### src/rtl/preamble_detect.sv
module preamble_detect #(
  parameter int SHORT_RUN = 32,
  parameter int LONG_RUN  = 16
) (
  input  logic       clk,
  input  logic       rst_n,
  input  logic       rd_gate,
  input  logic       zps_done,
  input  logic       data_pulse,
  input  logic [1:0] pat_sel,
  output logic       detect
);
  localparam int MAX_PERIOD = 4;
  localparam int GAP_SAT    = MAX_PERIOD + 1;
  localparam int GAP_W      = $clog2(GAP_SAT + 1);
  localparam int RUN_MAX    = (SHORT_RUN > LONG_RUN) ? SHORT_RUN : LONG_RUN;
  localparam int RUN_W      = $clog2(RUN_MAX + 1);

  logic [GAP_W-1:0] gap_q;
  logic [RUN_W-1:0] run_q, run_nxt, need;
  logic [GAP_W-1:0] period;
  logic armed, match, hit;

  assign armed   = rd_gate & zps_done;
  assign period  = GAP_W'(pat_sel) + GAP_W'(1);
  assign match   = (gap_q == period);
  assign need    = (pat_sel == 2'b11) ? RUN_W'(LONG_RUN) : RUN_W'(SHORT_RUN);
  assign run_nxt = match ? run_q + RUN_W'(1) : RUN_W'(1);
  assign hit     = armed & data_pulse & (run_nxt >= need);

  always_ff @(posedge clk or negedge rst_n) begin
    if (!rst_n)
      gap_q <= GAP_W'(GAP_SAT);
    else if (!armed)
      gap_q <= GAP_W'(GAP_SAT);
    else if (data_pulse)
      gap_q <= GAP_W'(1);
    else if (gap_q != GAP_W'(GAP_SAT))
      gap_q <= gap_q + GAP_W'(1);
  end

  always_ff @(posedge clk or negedge rst_n) begin
    if (!rst_n)
      run_q <= '0;
    else if (!armed)
      run_q <= '0;
    else if (data_pulse && !detect)
      run_q <= run_nxt;
  end

  always_ff @(posedge clk or negedge rst_n) begin
    if (!rst_n)
      detect <= 1'b0;
    else if (!rd_gate)
      detect <= 1'b0;
    else if (hit)
      detect <= 1'b1;
  end
endmodule

### config.mk
export PLATFORM = sky130hd
export DESIGN_NAME = preamble_detect
export DESIGN_NICKNAME = d
export VERILOG_FILES = /design/src/rtl/preamble_detect.sv
export SDC_FILE = /design/constraint.sdc
export NUM_CORES = 1
export LEC_CHECK = 0
export ABC_AREA = 1
export CAP_MARGIN = 40
export CORE_MARGIN = 8
export CORE_UTILIZATION = 51
export DETAILED_ROUTE_END_ITERATION = 10
export GPL_ROUTABILITY_DRIVEN = 0
export MAX_ROUTING_LAYER = met4
export PLACE_DENSITY = 0.72
export SLEW_MARGIN = 15
export SYNTH_ARGS = -nofsm -noshare
export SYNTH_HDL_FRONTEND = slang
export SYNTH_SLANG_ARGS = --single-unit
### constraint.sdc
create_clock -name clk -period 3.1 [get_ports clk]
set_input_delay 0.62 -clock clk [delete_from_list [all_inputs] [get_ports clk]]
set_output_delay 0.62 -clock clk [all_outputs]
set_load 0.02 [all_outputs]
==> impl_metrics.json <==
{
  "status": "finished, final reports clean",
  "worstPathArrival_ps": 2610,
  "setup_viol": 0,
  "die_x_um": 52.4,
  "use_met1_pct": 14.0,
  "synth_common_cells": "nand2_1, inv_1, dfrtp_1",
  "cts.repair.resized": 0,
  "vias_per_cell": 4.98,
  "fin_crit_ps": 2460,
  "fill_cells": 116,
  "cts-buffers-inserted": 3,
  "cts_tree": "built",
  "timing.final.crit_share_pct": 79.2,
  "synth_nets": 99,
  "relSlewSlack_pct": 70.5,
  "worst_pin_slew_ps": 442,
  "synthFlopType": "dfrtp_1",
  "hold_viol": 0,
  "rsz0062_at_grt": "false",
  "yosysTopAreaCellShare_pct": 29.6,
  "timing.setup.tns_ps": 0,
  "dieArea_sq_mm": 0.00275,
  "synth-async-reset-ratio_pct": 100,
  "antenna_left": 0,
  "startpoint_type": "input port",
  "clk_latency_ps": 260,
  "track_usage_pct": 10.7,
  "drive_gt1_share_pct": 11.3,
  "htree_levels": 1,
  "cp-end-kind": "flip-flop",
  "met3_usage_pct": 3.41,
  "fin_skew_ps": 5.96,
  "vias": 558,
  "drtIter0Drc": 8,
  "fp.dieH_um": 52.4,
  "synth_area_leaders": "dfrtp_1, ha_1, nand2_1",
  "cts_sinks": 10,
  "min_path_type": "flip-flop to flip-flop",
  "cts_buffer_depth": 2,
  "place_hpwl_um": 992,
  "wl_per_cell_um": 10.7,
  "port_buffers": 7,
  "postSynthCellCount": 86,
  "post-place-ws_ps": 377,
  "rrSetupSlack_ps": 1230,
  "yosys.area.top_type": "dfrtp_1",
  "cp.required_ps": 3250,
  "place_area_sq_um": 764,
  "antenna_found_initial": 0,
  "synth_cell_type_count": 21,
  "yosys_warnings": 0,
  "peakVddDrop_mv": 0.248,
  "routed_wirelength_mm": 1.20,
  "ys_seq_area_share_pct": 37.4,
  "cts_root_buf": "clkbuf_4",
  "synth-seq-cells": 10,
  "cts_setup_buffers": 0,
  "syn2layout_area_growth_pct": 17.0,
  "grt_util_met2_pct": 15.0,
  "initial_utilization_pct": 53.3,
  "synth_area_sq_um": 676,
  "max_cap_violations": 0,
  "avgSynthCellArea_sq_um": 7.86,
  "design_area_sq_um": 791,
  "drt-pass1-iter-count": 4,
  "synth_most_common_cell": "nand2_1",
  "core_area_sq_mm": 0.00127,
  "p_leak_nw": 0.394,
  "drcViolationCount": 0,
  "grt_overflow": 0,
  "setup.worst_path.class": "input port to flip-flop",
  "gr-max-usage-layer": "met2",
  "ctsHoldBuffers": 0,
  "grt_max_degree": 11,
  "path_clk_slew_ps": 60,
  "num_rows": 13,
  "p_total_mw": 0.263,
  "finalWorstSetupSlack_ps": 644,
  "fin_hold_ws_ps": 541,
  "finalMaxSlewViolations": 0,
  "worst-path-max-fanout": 6,
  "diodes": 0,
  "layout.nets": 111,
  "fmax_mhz": 407,
  "io_pins": 8,
  "grt_pass1_vias": 528,
  "synth_edf_count": 0,
  "grt_pass1_wl_mm": 2.22,
  "p_per_area_mw_per_mm2": 332
}
[cells by family after synthesis]
logic type                 synth area share (%)
AOI/OAI and AO/OA                          10.2
xor gates and xnor gates                   6.30
adders and majority gates                  11.1
buffers and inverters                      9.44
DFF                                        37.4
and+or+nand+nor                            25.6
[layer usage]
metal | share of wire, % | wire length (um) | up-vias
met1 | 51 | 615 | 243
met2 | 44 | 529 | 13
li1 | - | - | 300
met4 | 1.0 | 12 | 0
met5 | 0 | 0 | -
met3 | 3.3 | 40 | 2
[worst paths after layout]
path,startpoint,end,cells after the start
min in group asynchronous,rst_n,run_q[1],1
max in group asynchronous,rst_n,gap_q[0],1
min reg2reg,detect,detect,2
min,detect,detect,2
max,pat_sel[0],detect,13
max reg2reg,run_q[0],detect,12
[cells in the final DEF, fill, tap and decap left out, drive strengths merged, types with 3 or more instances in the layout]
cell / n
ha: 6
o22ai: 6
nand3: 3
xor2: 3
clkdlybuf4s50: 7
nor2: 8
dfrtp: 8
o21ai: 3
clkbuf: 4
nand2: 22
inv: 17
[layout make-up]
class                   instances  area [sq um]  share of cell area (%)
multi-input cells              59           359                    45.4
repair buffers                  7          70.1                    8.86
clock buffers                   4          26.3                    3.32
inverters                      17          63.8                    8.07
flip-flops and latches         10           253                    32.0
well taps                      15          18.8                    2.37
[per-stage QoR]
step	util (%)	instances
finish	62.3	112
global route	62.3	112
floorplan	-	86
detailed placement	60.3	108
global placement	60.3	108
CTS	62.3	112
[registers in the layout, indices dropped and copies added (netlist names)]
register and cells:
gap_q 3, run_q 6, detect 1
[critical path: stages]
cell and delay, ps:
clkdlybuf4s50_1 440, ha_1 340, xor2_2 200, nor2_4 180, nand3_1 120, inv_1 70
ha_1 230, nand3b_1 100, nor2_1 50, nand4_1 80, nand2_1 60, nand2_1 60
nand2_1 50
[power breakdown]
part / total [mW] / switching (mW) / internal, mW / leakage [nW]
Sequential: 0.136 / 0.00270 / 0.133 / 0.132
Combinational: 0.0378 / 0.0206 / 0.0172 / 0.247
Clock: 0.0889 / 0.0394 / 0.0495 / 0.0150
Note: power is estimated with default switching activity, not from simulation.
